--- src/rtl/smc_pkg.sv ---
package smc_pkg;

    typedef enum logic [1:0] {
        M_SHUT = 2'd0,
        M_IDLE = 2'd1,
        M_STBY = 2'd2,
        M_ACT  = 2'd3
    } smc_mode_e;

    typedef enum logic [1:0] {
        PH_ADDR = 2'd0,
        PH_CMD  = 2'd1,
        PH_DATA = 2'd2
    } smc_phase_e;

    typedef enum logic [3:0] {
        CL_NONE  = 4'd0,
        CL_RD    = 4'd1,
        CL_RDCUR = 4'd2,
        CL_WR    = 4'd3,
        CL_WEN   = 4'd4,
        CL_WDIS  = 4'd5,
        CL_RSTAT = 4'd6,
        CL_WSTAT = 4'd7,
        CL_CLR   = 4'd8,
        CL_FILL  = 4'd9
    } smc_cls_e;

    localparam logic [7:0] OP_RD    = 8'h03;
    localparam logic [7:0] OP_RDCUR = 8'h06;
    localparam logic [7:0] OP_WR    = 8'h6C;
    localparam logic [7:0] OP_WEN   = 8'h96;
    localparam logic [7:0] OP_WDIS  = 8'h91;
    localparam logic [7:0] OP_RSTAT = 8'h05;
    localparam logic [7:0] OP_WSTAT = 8'h6E;
    localparam logic [7:0] OP_CLR   = 8'h6D;
    localparam logic [7:0] OP_FILL  = 8'h67;

    typedef struct packed {
        smc_mode_e  mode;
        smc_phase_e phase;
        smc_cls_e   cls;
        logic [1:0] dcnt;
        logic       pend;
        logic       cmd_ok;
        logic       wr_go;
    } smc_state_t;

endpackage

--- src/rtl/smc_line_mon.sv ---
module smc_line_mon #(
    parameter int STBY_CYC = 600
) (
    input  logic clk,
    input  logic rst_n,
    input  logic line_i,
    output logic rise_o,
    output logic fall_o,
    output logic stby_o
);
    localparam int CW = $clog2(STBY_CYC + 1);
    localparam logic [CW-1:0] LAST = CW'(STBY_CYC - 1);
    localparam logic [CW-1:0] TOP  = CW'(STBY_CYC);

    logic          line_q, line_d;
    logic [CW-1:0] hi_q, hi_d;

    always_comb begin
        line_d = line_i;
        if (!line_i)
            hi_d = '0;
        else if (hi_q != TOP)
            hi_d = hi_q + 1'b1;
        else
            hi_d = hi_q;
    end

    assign rise_o = line_i & ~line_q;
    assign fall_o = ~line_i & line_q;
    assign stby_o = line_i && (hi_q == LAST);

    always_ff @(posedge clk or negedge rst_n) begin
        if (!rst_n) begin
            line_q <= 1'b0;
            hi_q   <= '0;
        end else begin
            line_q <= line_d;
            hi_q   <= hi_d;
        end
    end

    // a standby pulse needs the line high on the previous sample too
    p_pulse_needs_high_r3: assert property (@(posedge clk) disable iff (!rst_n)
        (stby_o && STBY_CYC > 1) |-> line_q);
endmodule

--- src/rtl/smc_cmd_judge.sv ---
module smc_cmd_judge
    import smc_pkg::*;
(
    input  logic [7:0] code_i,
    input  logic       wip_i,
    output smc_cls_e   cls_o,
    output logic       accept_o
);
    logic busy_block;

    always_comb begin
        unique case (code_i)
            OP_RD:    cls_o = CL_RD;
            OP_RDCUR: cls_o = CL_RDCUR;
            OP_WR:    cls_o = CL_WR;
            OP_WEN:   cls_o = CL_WEN;
            OP_WDIS:  cls_o = CL_WDIS;
            OP_RSTAT: cls_o = CL_RSTAT;
            OP_WSTAT: cls_o = CL_WSTAT;
            OP_CLR:   cls_o = CL_CLR;
            OP_FILL:  cls_o = CL_FILL;
            default:  cls_o = CL_NONE;
        endcase
        busy_block = wip_i && !(cls_o inside {CL_WEN, CL_WDIS, CL_RSTAT});
        accept_o   = (cls_o != CL_NONE) && !busy_block;
    end
endmodule

--- src/rtl/smc_mode_ctrl.sv ---
module smc_mode_ctrl
    import smc_pkg::*;
#(
    parameter logic [7:0] DEV_ADDR = 8'hA0,
    parameter int         STBY_CYC = 600
) (
    input  logic       clk,
    input  logic       rst_n,
    input  logic       line_i,
    input  logic       byte_vld_i,
    input  logic [7:0] byte_i,
    input  logic       ack_vld_i,
    input  logic       ack_mak_i,
    input  logic       edge_miss_i,
    input  logic       wip_i,
    input  logic       wr_ok_i,
    output logic [1:0] mode_o,
    output logic       cmd_valid_o,
    output logic       wr_start_o
);
    smc_state_t st_q, st_d;
    logic       rise, fall, stby;
    smc_cls_e   jcls;
    logic       jok;

    smc_line_mon #(.STBY_CYC(STBY_CYC)) line_mon_i (
        .clk(clk), .rst_n(rst_n), .line_i(line_i),
        .rise_o(rise), .fall_o(fall), .stby_o(stby)
    );

    smc_cmd_judge judge_i (
        .code_i(byte_i), .wip_i(wip_i), .cls_o(jcls), .accept_o(jok)
    );

    always_comb begin
        st_d       = st_q;
        st_d.wr_go = 1'b0;
        if (stby && st_q.mode != M_SHUT) begin
            st_d.mode   = M_STBY;
            st_d.cmd_ok = 1'b0;
            st_d.pend   = 1'b0;
        end else begin
            unique case (st_q.mode)
                M_SHUT: if (rise) st_d.mode = M_IDLE;
                M_IDLE: ;
                M_STBY: if (fall) begin
                    st_d.mode   = M_ACT;
                    st_d.phase  = PH_ADDR;
                    st_d.cls    = CL_NONE;
                    st_d.dcnt   = '0;
                    st_d.pend   = 1'b0;
                    st_d.cmd_ok = 1'b0;
                end
                M_ACT: begin
                    if (edge_miss_i
                        || (byte_vld_i && st_q.pend)
                        || (ack_vld_i && !st_q.pend)) begin
                        st_d.mode = M_IDLE;
                    end else if (byte_vld_i) begin
                        st_d.pend = 1'b1;
                        unique case (st_q.phase)
                            PH_ADDR: if (byte_i != DEV_ADDR) st_d.mode = M_IDLE;
                            PH_CMD: begin
                                if (jok) begin
                                    st_d.cls    = jcls;
                                    st_d.cmd_ok = 1'b1;
                                end else begin
                                    st_d.mode = M_IDLE;
                                end
                            end
                            default: if (st_q.dcnt != 2'd3) st_d.dcnt = st_q.dcnt + 1'b1;
                        endcase
                    end else if (ack_vld_i) begin
                        st_d.pend = 1'b0;
                        if (!ack_mak_i) st_d.mode = M_STBY;
                        unique case (st_q.phase)
                            PH_ADDR: if (ack_mak_i) st_d.phase = PH_CMD;
                            PH_CMD: begin
                                if (st_q.cls inside {CL_WEN, CL_WDIS, CL_FILL, CL_CLR}) begin
                                    if (ack_mak_i) st_d.mode = M_IDLE;
                                    else st_d.wr_go = wr_ok_i && (st_q.cls inside {CL_FILL, CL_CLR});
                                end else if (ack_mak_i) begin
                                    st_d.phase = PH_DATA;
                                end
                            end
                            default: begin
                                if (st_q.cls == CL_WSTAT) begin
                                    if (ack_mak_i) st_d.mode = M_IDLE;
                                    else st_d.wr_go = wr_ok_i;
                                end else if (st_q.cls == CL_WR && !ack_mak_i) begin
                                    st_d.wr_go = wr_ok_i && (st_q.dcnt >= 2'd2);
                                end
                            end
                        endcase
                    end
                end
                default: st_d.mode = M_SHUT;
            endcase
        end
        if (st_d.mode != M_ACT) st_d.cmd_ok = 1'b0;
    end

    always_ff @(posedge clk or negedge rst_n) begin
        if (!rst_n) begin
            st_q <= '{mode: M_SHUT, phase: PH_ADDR, cls: CL_NONE,
                      dcnt: 2'd0, pend: 1'b0, cmd_ok: 1'b0, wr_go: 1'b0};
        end else begin
            st_q <= st_d;
        end
    end

    assign mode_o      = st_q.mode;
    assign cmd_valid_o = st_q.cmd_ok;
    assign wr_start_o  = st_q.wr_go;

    // write start only together with standby, and one cycle long
    p_wr_in_stby_r11: assert property (@(posedge clk) disable iff (!rst_n)
        wr_start_o |-> (mode_o == M_STBY));
    p_wr_one_cycle_r11: assert property (@(posedge clk) disable iff (!rst_n)
        wr_start_o |=> !wr_start_o);
    // shutdown is left only towards idle
    p_shut_exit_r2: assert property (@(posedge clk) disable iff (!rst_n)
        ($past(mode_o) == M_SHUT && mode_o != M_SHUT) |-> (mode_o == M_IDLE));
    // idle is left only towards standby
    p_idle_exit_r4: assert property (@(posedge clk) disable iff (!rst_n)
        ($past(mode_o) == M_IDLE && mode_o != M_IDLE) |-> (mode_o == M_STBY));
    // active is entered only from standby
    p_act_entry_r5: assert property (@(posedge clk) disable iff (!rst_n)
        ($past(mode_o) != M_ACT && mode_o == M_ACT) |-> ($past(mode_o) == M_STBY));
    // a valid command flag exists only while active
    p_cmd_in_act_r7: assert property (@(posedge clk) disable iff (!rst_n)
        cmd_valid_o |-> (mode_o == M_ACT));
endmodule

--- config.mk ---
export PLATFORM = sky130hd
export DESIGN_NAME = smc_mode_ctrl
export DESIGN_NICKNAME = d
export VERILOG_FILES = /design/src/rtl/smc_pkg.sv /design/src/rtl/smc_line_mon.sv /design/src/rtl/smc_cmd_judge.sv /design/src/rtl/smc_mode_ctrl.sv
export SDC_FILE = /design/constraint.sdc
export NUM_CORES = 1
export LEC_CHECK = 0
export BUFFER_PORTS_ARGS = -buffer_cell sky130_fd_sc_hd__buf_4
export CAP_MARGIN = 20
export CORE_ASPECT_RATIO = 0.5
export CORE_MARGIN = 4
export CORE_UTILIZATION = 45
export DETAILED_ROUTE_END_ITERATION = 12
export PLACE_DENSITY = 0.65
export RECOVER_POWER = 25
export SYNTH_ARGS = -nofsm -noshare
export SYNTH_HDL_FRONTEND = slang
export SYNTH_SLANG_ARGS = --single-unit
--- constraint.sdc ---
create_clock -name clk -period 5.6 [get_ports clk]
set_input_delay 1.12 -clock clk [delete_from_list [all_inputs] [get_ports clk]]
set_output_delay 1.12 -clock clk [all_outputs]
set_load 0.005 [all_outputs]
==> results of run 1 <==
## worst max-delay path, cell delays in order
cell and delay [ns]:
sky130_fd_sc_hd__buf_4 0.13, sky130_fd_sc_hd__nor2b_1 0.13, sky130_fd_sc_hd__a2111oi_2 0.81, sky130_fd_sc_hd__o31ai_1 0.25, sky130_fd_sc_hd__a221oi_1 0.37, sky130_fd_sc_hd__o31a_1 0.17
## cell families (layout without fill, tap and decap cells)
group | Yosys count | count (layout) | synth area share [%]
compound gates | 39 | 39 | 15.3
simple gates | 97 | 97 | 32.6
buf+inv | 17 | 32 | 4.41
flops | 24 | 24 | 34.1
mux | 10 | 10 | 5.76
fa+ha+maj | 4 | 4 | 2.84
xor+xnor | 10 | 10 | 4.98
## layer usage
layer	track usage, %	part of all wire (%)	routed length [µm]
met1	25.0	48	1880
met2	26.7	46	1790
met5	0	0	0
met3	3.44	4.9	191
met4	2.09	0.36	14
## placed cells by master (no fill, tap or decap), types with 6 or more instances in the layout
cell type                  n
sky130_fd_sc_hd__buf_4    19
sky130_fd_sc_hd__a21oi_1   9
sky130_fd_sc_hd__nand2_1  20
sky130_fd_sc_hd__xnor2_1   8
sky130_fd_sc_hd__nand3_1  11
sky130_fd_sc_hd__nor2b_1  13
sky130_fd_sc_hd__dfrtp_1  24
sky130_fd_sc_hd__nor2_1    9
sky130_fd_sc_hd__inv_1     8
sky130_fd_sc_hd__and3_1    7
sky130_fd_sc_hd__mux2i_1   9
sky130_fd_sc_hd__and2_1    6
## cell type report
cell class              count  area share [%]
well taps                  51            3.20
flip-flops and latches     24            30.1
clock inverters             1            1.51
clock buffers               3            2.07
multi-input cells         160            54.3
repair buffers             20            7.34
inverters                   8            1.51
## power groups by stage
stage | clock [mW] | sequential [mW] | combinational, mW
floorplan | 0 | 0.181 | 0.0210
global placement | 0 | 0.182 | 0.0409
detailed placement | 0 | 0.182 | 0.0411
CTS | 0.158 | 0.178 | 0.0413
global route | 0.165 | 0.179 | 0.0457
finish | 0.151 | 0.178 | 0.0407
## flip-flops by register name (all words and copies together), names as in the netlist
name               count
line_mon_i.hi_q       10
cmd_valid_o            1
line_mon_i.line_q      1
st_q                   9
mode_o                 2
wr_start_o             1
## worst paths after layout
kind                                                startpoint  slack [ns]                             end
worst max-delay path                                 ack_vld_i        2.81         cmd_valid_o$_DFFE_PN0P_
worst min-delay path                       st_q[5]$_DFFE_PN0P_        0.55             st_q[5]$_DFFE_PN0P_
worst max register to register  line_mon_i.hi_q[0]$_DFFE_PN0P_        3.22         cmd_valid_o$_DFFE_PN0P_
worst min register to register             st_q[5]$_DFFE_PN0P_        0.55             st_q[5]$_DFFE_PN0P_
max in group asynchronous                                rst_n        3.70             st_q[2]$_DFFE_PN0P_
min in group asynchronous                                rst_n        1.12  line_mon_i.hi_q[3]$_DFFE_PN0P_
## per-stage QoR
step                power, mW  instances  worst slack [ns]  instance area [µm²]
finish                  0.371        267              2.81                 1990
global route            0.390        267              2.55                 1990
CTS                     0.377        267              2.85                 2000
detailed placement      0.223        263              2.56                 1930
global placement        0.223        263              2.60                 1930
floorplan               0.202        201              3.05                 1760
==> out/qor.tcl, run 1 <==
set qor(top_ff_cell_synth) {sky130_fd_sc_hd__dfrtp_1}
set qor(floorplan.initialDensity_pct) 49.1
set qor(number_of_optimization_iterations_in_the_first_detailed_route_pass) 4
set qor(number_of_nets_with_antenna_violations_after_detailed_routing) 0
set qor(cellInternalPower_mw) 0.289
set qor(cts_tree) {done}
set qor(fill_cells) 326
set qor(p_leak_nw) 0.816
set qor(power.share.clock_pct) 40.9
set qor(synth_area_um2) 1760
set qor(port-buffer-count) 20
set qor(finalWirelength_mm) 3.88
set qor(clock-root-buffer) {sky130_fd_sc_hd__clkbuf_8}
set qor(multiInputGateArea_um2) 1080
set qor(num-nets-final) 238
set qor(floorplan.io_pins) 21
set qor(maxSlewViolCount) 0
set qor(timing.critical_path.required_ns) 5.81
set qor(cts_num_sinks) 24
set qor(floorplan.rows) 15
set qor(holdCritPathClass) {register to register}
set qor(finalWorstPathRequiredPeriod_ns) 2.79
set qor(layout.area.seq_um2) 601
set qor(timing.max_slew.rel_slack_pct) 12.5
set qor(antenna_violations_before_repair) 0
set qor(setup_viol) 0
set qor(worstSetupEndpointType) {register}
set qor(fraction_of_the_cycle_the_final_worst_path_needs_pct) 49.8
set qor(rsz0062_at_grt) {no}
set qor(comb_power_share_pct) 11.0
set qor(synth_fp_nets) 222
set qor(crit_arrival_ns) 3.00
set qor(slew_at_the_pin_with_the_worst_max_slew_slack_ns) 1.31
set qor(timing.fmax_ghz) 0.359
set qor(cts_setup_buffers) 0
set qor(antenna-diode-count) 0
set qor(post_synth_edffs) 0
set qor(grt_start_max_net_pins) 25
set qor(global_route.usage.total_pct) 17.1
set qor(timing.reg2reg.worst_path_depth) 7
set qor(peakVddDrop_uv) 146
set qor(timing.setup.critical_path_class) {primary input to register}
set qor(power_frac_seq_pct) 48.1
set qor(post_cts_hold_buffer_count) 0
set qor(drc) 0
set qor(vias_per_cell) 5.57
set qor(power_switching_mw) 0.0815
set qor(netlist-cell-type-count) 50
set qor(synth_common_cells) {sky130_fd_sc_hd__dfrtp_1, sky130_fd_sc_hd__nand2_1, sky130_fd_sc_hd__nor2b_1}
set qor(iter_0_drt_violations) 116
set qor(ctsHtreeMaxLevel) 1
set qor(fraction_of_the_yosys_area_taken_by_sequential_cells_pct) 34.1
set qor(grt_pass1_wl_mm) 6.73
set qor(die_y_um) 52.2
set qor(die_area_um2) 5040
set qor(hold_violations) 0
set qor(final_util_pct) 55.6
set qor(hpwlAfterDp_mm) 2.98
set qor(timing.critical_path.fanout_max) 11
set qor(sort_of_element_at_the_start_of_the_critical_path) {primary input}
set qor(postSynthCellCount) 201
set qor(area_growth_pct) 13.3
set qor(synth_top_area_share_pct) 34.1
set qor(main_area_contributors_after_synthesis) {sky130_fd_sc_hd__dfrtp_1, sky130_fd_sc_hd__mux2i_1, sky130_fd_sc_hd__nor2b_1, sky130_fd_sc_hd__nand2_1, sky130_fd_sc_hd__xnor2_1}
set qor(worst_skew_pair.late_latency_ns) 0.27
set qor(yosysMostFrequentCell) {sky130_fd_sc_hd__dfrtp_1}
set qor(route.detailed.wl_per_inst_um) 14.5
set qor(run_status) {complete, no violations}
set qor(cellPowerDensity_nw_per_um2) 186
set qor(die_w_um) 96.5
set qor(drive_gt1_share_pct) 15.7
set qor(clock_pin_slew_reported_for_the_worst_setup_and_hold_paths_after_clock_tree_synthesis_ns) 0.09
set qor(detailroute.via_count) 1487
set qor(max-clock-path-buffers) 2
set qor(synth.ff_latch_count) 24
set qor(fp.coreArea_um2) 3580
set qor(setup-tns-final_ns) 0
set qor(syn_area_per_cell_um2) 8.76
set qor(total_gr_overflow) 0
set qor(fin_skew_ns) 0.00764
set qor(count_of_instances_resized_after_the_clock_tree_is_built) 0
set qor(synth-async-reset-ratio_pct) 100
set qor(synth_largest_area_cell) {sky130_fd_sc_hd__dfrtp_1}
set qor(hold_path_depth) 2
set qor(netSwitchingFraction_pct) 22.0
set qor(routabilityCongestion) 0.851
set qor(via_count_of_the_first_global_routing_pass) 1374
set qor(final.hold.worst_slack_ns) 0.555
set qor(yosysWarningCount) 0
set qor(timing.max_cap.violations) 0
set qor(numCtsBuffers) 3
(Power assumes the default switching activity.)
==> run 2: changes to the inputs <==
- ABC_AREA: not set -> 1
- PLACE_DENSITY: 0.65 -> 0.68
- clock period: 5.6 -> 2.45 ns (I/O delays scaled with it)
==> out/qor.tcl, run 2 <==
set qor(fin_skew_ns) 0.00237 ;# was 0.00764 ns
set qor(multiInputGateArea_um2) 930 ;# was 1080 µm²
set qor(postSynthCellCount) 242 ;# was 201
set qor(ctsHtreeMaxLevel) 1 ;# unchanged
set qor(finalWirelength_mm) 3.81 ;# was 3.88 mm
set qor(hold_path_depth) 1 ;# was 2
set qor(fp.coreArea_um2) 3530 ;# was 3580 µm²
set qor(number_of_nets_with_antenna_violations_after_detailed_routing) 0 ;# unchanged
set qor(reg2reg_from) {line_mon_i.hi_q[0]$_DFFE_PN0P_} ;# unchanged
set qor(layout_commonest_cell) {sky130_fd_sc_hd__nand2_1} ;# was sky130_fd_sc_hd__dfrtp_1
set qor(timing.critical_path.required_ns) 2.63 ;# was 5.81 ns
set qor(cts_setup_buffers) 0 ;# unchanged
set qor(die_w_um) 94.8 ;# was 96.5 µm
set qor(top_ff_cell_synth) {sky130_fd_sc_hd__dfrtp_1} ;# unchanged
set qor(yosysWarningCount) 0 ;# unchanged
set qor(detailed_place.area_um2) 1890 ;# was 1930 µm²
set qor(peakVddDrop_uv) 266 ;# was 146 µV
set qor(main_area_contributors_after_synthesis) {sky130_fd_sc_hd__dfrtp_1, sky130_fd_sc_hd__nand2_1, sky130_fd_sc_hd__nor2_1, sky130_fd_sc_hd__inv_1, sky130_fd_sc_hd__nand3_1} ;# was sky130_fd_sc_hd__dfrtp_1, sky130_fd_sc_hd__mux2i_1, sky130_fd_sc_hd__nor2b_1, sky130_fd_sc_hd__nand2_1, sky130_fd_sc_hd__xnor2_1
set qor(hold_violations) 0 ;# unchanged
set qor(timing.critical_path.fanout_max) 9 ;# was 11
set qor(drc) 0 ;# unchanged
set qor(post_synth_edffs) 0 ;# unchanged
set qor(cellPowerDensity_nw_per_um2) 490 ;# was 186 nW/µm²
set qor(yosysMostFrequentCell) {sky130_fd_sc_hd__nand2_1} ;# was sky130_fd_sc_hd__dfrtp_1
set qor(via_count_of_the_first_global_routing_pass) 1485 ;# was 1374
set qor(fraction_of_the_cycle_the_final_worst_path_needs_pct) 72.3
set qor(holdCritPathClass) {primary input to register} ;# was register to register
set qor(grt_pass1_wl_mm) 6.44 ;# was 6.73 mm
set qor(port-buffer-count) 20 ;# unchanged
set qor(timing.max_cap.violations) 0 ;# unchanged
set qor(mostFrequentLayoutCells) {sky130_fd_sc_hd__nand2_1, sky130_fd_sc_hd__nor2_1, sky130_fd_sc_hd__inv_1, sky130_fd_sc_hd__dfrtp_1, sky130_fd_sc_hd__buf_4} ;# was sky130_fd_sc_hd__dfrtp_1, sky130_fd_sc_hd__nand2_1, sky130_fd_sc_hd__buf_4, sky130_fd_sc_hd__nor2b_1, sky130_fd_sc_hd__nand3_1
set qor(crit_arrival_ns) 1.95 ;# was 3.00 ns
set qor(antenna_violations_before_repair) 0 ;# unchanged
set qor(synth_largest_area_cell) {sky130_fd_sc_hd__dfrtp_1} ;# unchanged
set qor(synth.ff_latch_count) 24 ;# unchanged
set qor(layout.area.seq_um2) 601 ;# unchanged
set qor(antenna-diode-count) 0 ;# unchanged
set qor(clock_pin_slew_reported_for_the_worst_setup_and_hold_paths_after_clock_tree_synthesis_ns) 0.09 ;# about the same
set qor(setup_viol) 0 ;# unchanged
set qor(finalWorstPathRequiredPeriod_ns) 1.77
set qor(grt_start_max_net_pins) 25 ;# unchanged
set qor(synth_common_cells) {sky130_fd_sc_hd__nand2_1, sky130_fd_sc_hd__nor2_1, sky130_fd_sc_hd__inv_1} ;# was sky130_fd_sc_hd__dfrtp_1, sky130_fd_sc_hd__nand2_1, sky130_fd_sc_hd__nor2b_1
set qor(global_route.usage.total_pct) 16.7 ;# was 17.1%
set qor(die_y_um) 51.4 ;# was 52.2 µm
set qor(timing.max_slew.rel_slack_pct) 14.2 ;# was 12.5%
set qor(count_of_instances_resized_after_the_clock_tree_is_built) 0 ;# unchanged
set qor(timing.setup.critical_path_class) {register to register} ;# was primary input to register
set qor(synth-async-reset-ratio_pct) 100 ;# unchanged
set qor(rsz0062_at_grt) {no} ;# unchanged
set qor(synth_fp_nets) 263 ;# was 222
set qor(max-clock-path-buffers) 2 ;# unchanged
set qor(die_area_um2) 4870 ;# was 5040 µm²
set qor(area_growth_pct) 15.7 ;# was 13.3%
set qor(cts_tree) {done} ;# unchanged
set qor(iter_0_drt_violations) 98 ;# was 116
set qor(netlist-cell-type-count) 36 ;# was 50
set qor(hpwlAfterDp_mm) 3.02 ;# was 2.98 mm
set qor(run_status) {complete, no violations} ;# unchanged
set qor(total_gr_overflow) 0 ;# unchanged
set qor(maxSlewViolCount) 0 ;# unchanged
set qor(routabilityCongestion) 0.893 ;# was 0.851
set qor(timing.reg2reg.worst_path_depth) 8 ;# was 7
set qor(cts_num_sinks) 24 ;# unchanged
set qor(floorplan.initialDensity_pct) 48.0 ;# was 49.1%
set qor(clock-root-buffer) {sky130_fd_sc_hd__clkbuf_8} ;# unchanged
set qor(setup-tns-final_ns) 0 ;# unchanged
set qor(num-nets-final) 286 ;# was 238
set qor(synth_top_area_share_pct) 35.5 ;# was 34.1%
set qor(synth_area_um2) 1690 ;# was 1760 µm²
set qor(route.detailed.wl_per_inst_um) 12.1 ;# was 14.5 µm
set qor(worstSetupEndpointType) {register} ;# unchanged
set qor(path_cells) {ha_1 -> nand2_1 -> nor3_4 -> nand3_4 -> o221ai_2 -> a21oi_1 -> nand2_2 -> o31ai_1} ;# was buf_4 -> nor2b_1 -> a2111oi_2 -> o31ai_1 -> a221oi_1 -> o31a_1
set qor(syn_area_per_cell_um2) 7.00 ;# was 8.76 µm²
set qor(largest_register_ffs) 10 ;# unchanged
set qor(vias_per_cell) 5.15 ;# was 5.57
set qor(detailroute.via_count) 1623 ;# was 1487
set qor(postLayoutCellArea_um2) 1960 ;# was 1990 µm²
set qor(r2r_slack_ns) 0.68 ;# was 3.22 ns
set qor(timing.fmax_ghz) 0.565
set qor(r2r-end) {st_q[8]$_DFFE_PN0P_} ;# was cmd_valid_o$_DFFE_PN0P_
set qor(fraction_of_the_yosys_area_taken_by_sequential_cells_pct) 35.5 ;# was 34.1%
set qor(drive_gt1_share_pct) 14.0 ;# was 15.7%
set qor(floorplan.rows) 15 ;# unchanged
set qor(worst_hold_path.endpoint) {line_mon_i.line_q$_DFF_PN0_} ;# was st_q[5]$_DFFE_PN0P_
set qor(floorplan.io_pins) 21 ;# unchanged
set qor(p_leak_nw) 0.958 ;# was 0.816 nW
set qor(slew_at_the_pin_with_the_worst_max_slew_slack_ns) 1.29 ;# was 1.31 ns
set qor(fill_cells) 350 ;# was 326
set qor(worst_skew_pair.late_latency_ns) 0.27 ;# about the same
set qor(regMostFlops) {line_mon_i.hi_q} ;# unchanged
set qor(numCtsBuffers) 3 ;# unchanged
set qor(sort_of_element_at_the_start_of_the_critical_path) {register} ;# was primary input
set qor(post_cts_hold_buffer_count) 0 ;# unchanged
set qor(number_of_optimization_iterations_in_the_first_detailed_route_pass) 4 ;# unchanged
set qor(worst_hold_startpoint) {line_i} ;# was st_q[5]$_DFFE_PN0P_
set qor(critPathSlowestCell) {sky130_fd_sc_hd__dfrtp_1} ;# was sky130_fd_sc_hd__a2111oi_2
set qor(slowest_delay_ns) 0.41 ;# was 0.81 ns
## run 2: changes by cell type after synthesis, moves of 7 or more
| cell | change |
|---|---|
| sky130_fd_sc_hd__inv_1 | +29 |
| sky130_fd_sc_hd__and3_1 | -7 |
| sky130_fd_sc_hd__o21ai_0 | +7 |
| sky130_fd_sc_hd__nor2_1 | +31 |
| sky130_fd_sc_hd__xnor2_1 | -8 |
| sky130_fd_sc_hd__mux2i_1 | -9 |
| sky130_fd_sc_hd__nor2b_1 | -13 |
| sky130_fd_sc_hd__nand2_1 | +37 |
## run 2: cell families after synthesis
family	after synthesis	share of synthesized area (%)
compound gates	46	17.9
fa+ha+maj	4	2.95
flops	24	35.5
simple gates	125	32.9
xor+xnor	2	1.03
buf+inv	41	9.67
## run 2: how the worst max path moves through the flow
stage                                   start             endpoint  slack [ns]  depth (start not counted)
4_1_cts        line_mon_i.hi_q[0]$_DFFE_PN0P_  st_q[8]$_DFFE_PN0P_        0.68                          8
5_1_grt        line_mon_i.hi_q[0]$_DFFE_PN0P_  st_q[8]$_DFFE_PN0P_        0.51                          8
6_report       line_mon_i.hi_q[0]$_DFFE_PN0P_  st_q[8]$_DFFE_PN0P_        0.68                          8
3_3_place_gp                        byte_i[4]  st_q[8]$_DFFE_PN0P_        0.48                         10
2_1_floorplan                       byte_i[7]  st_q[8]$_DFFE_PN0P_        0.86                          9
3_5_place_dp                        byte_i[4]  st_q[8]$_DFFE_PN0P_        0.52                         10
## run 2: worst max-delay path: cells and delay by family, from the launching register on
family          cells  cell delay, ns
compound gates      3            0.56
fa+ha+maj           1            0.22
flops               1            0.41
simple gates        4            0.49
## run 2: stage by stage
step	instances	power, mW	utilization, %	worst slack [ns]	hold WS, ns
6_report	315	0.960	55.6	0.680	0.413
5_1_grt	315	1.01	55.6	0.506	0.404
4_1_cts	315	0.962	55.7	0.681	0.113
3_5_place_dp	311	0.609	53.7	0.522	0.410
3_3_place_gp	311	0.610	53.7	0.480	0.406
2_1_floorplan	242	0.542	-	0.858	0.194
## run 2: layout make-up
type                       instances  share of cell area [%]
timing repair buffer              20                    7.47
inverter                          39                    7.59
multi-input combinational        177                    47.4
tap                               51                    3.25
sequential                        24                    30.6
clock inverter                     1                    1.53
clock buffer                       3                    2.11
## run 2: power breakdown
part | leakage [nW] | total (mW) | internal (mW) | switching, mW
combinational | 0.601 | 0.164 | 0.0587 | 0.105
sequential | 0.321 | 0.441 | 0.418 | 0.0228
clock | 0.0357 | 0.355 | 0.219 | 0.136
## run 2: metal layers
layer	part of all wire (%)	global-route usage (%)	wire length [µm]	up-vias
met1	47	21.5	1770	751
met3	5.2	3.97	199	2
met4	0.45	3.83	17	0
met5	0	0	0	-
li1	-	-	-	836
met2	48	28.4	1820	34
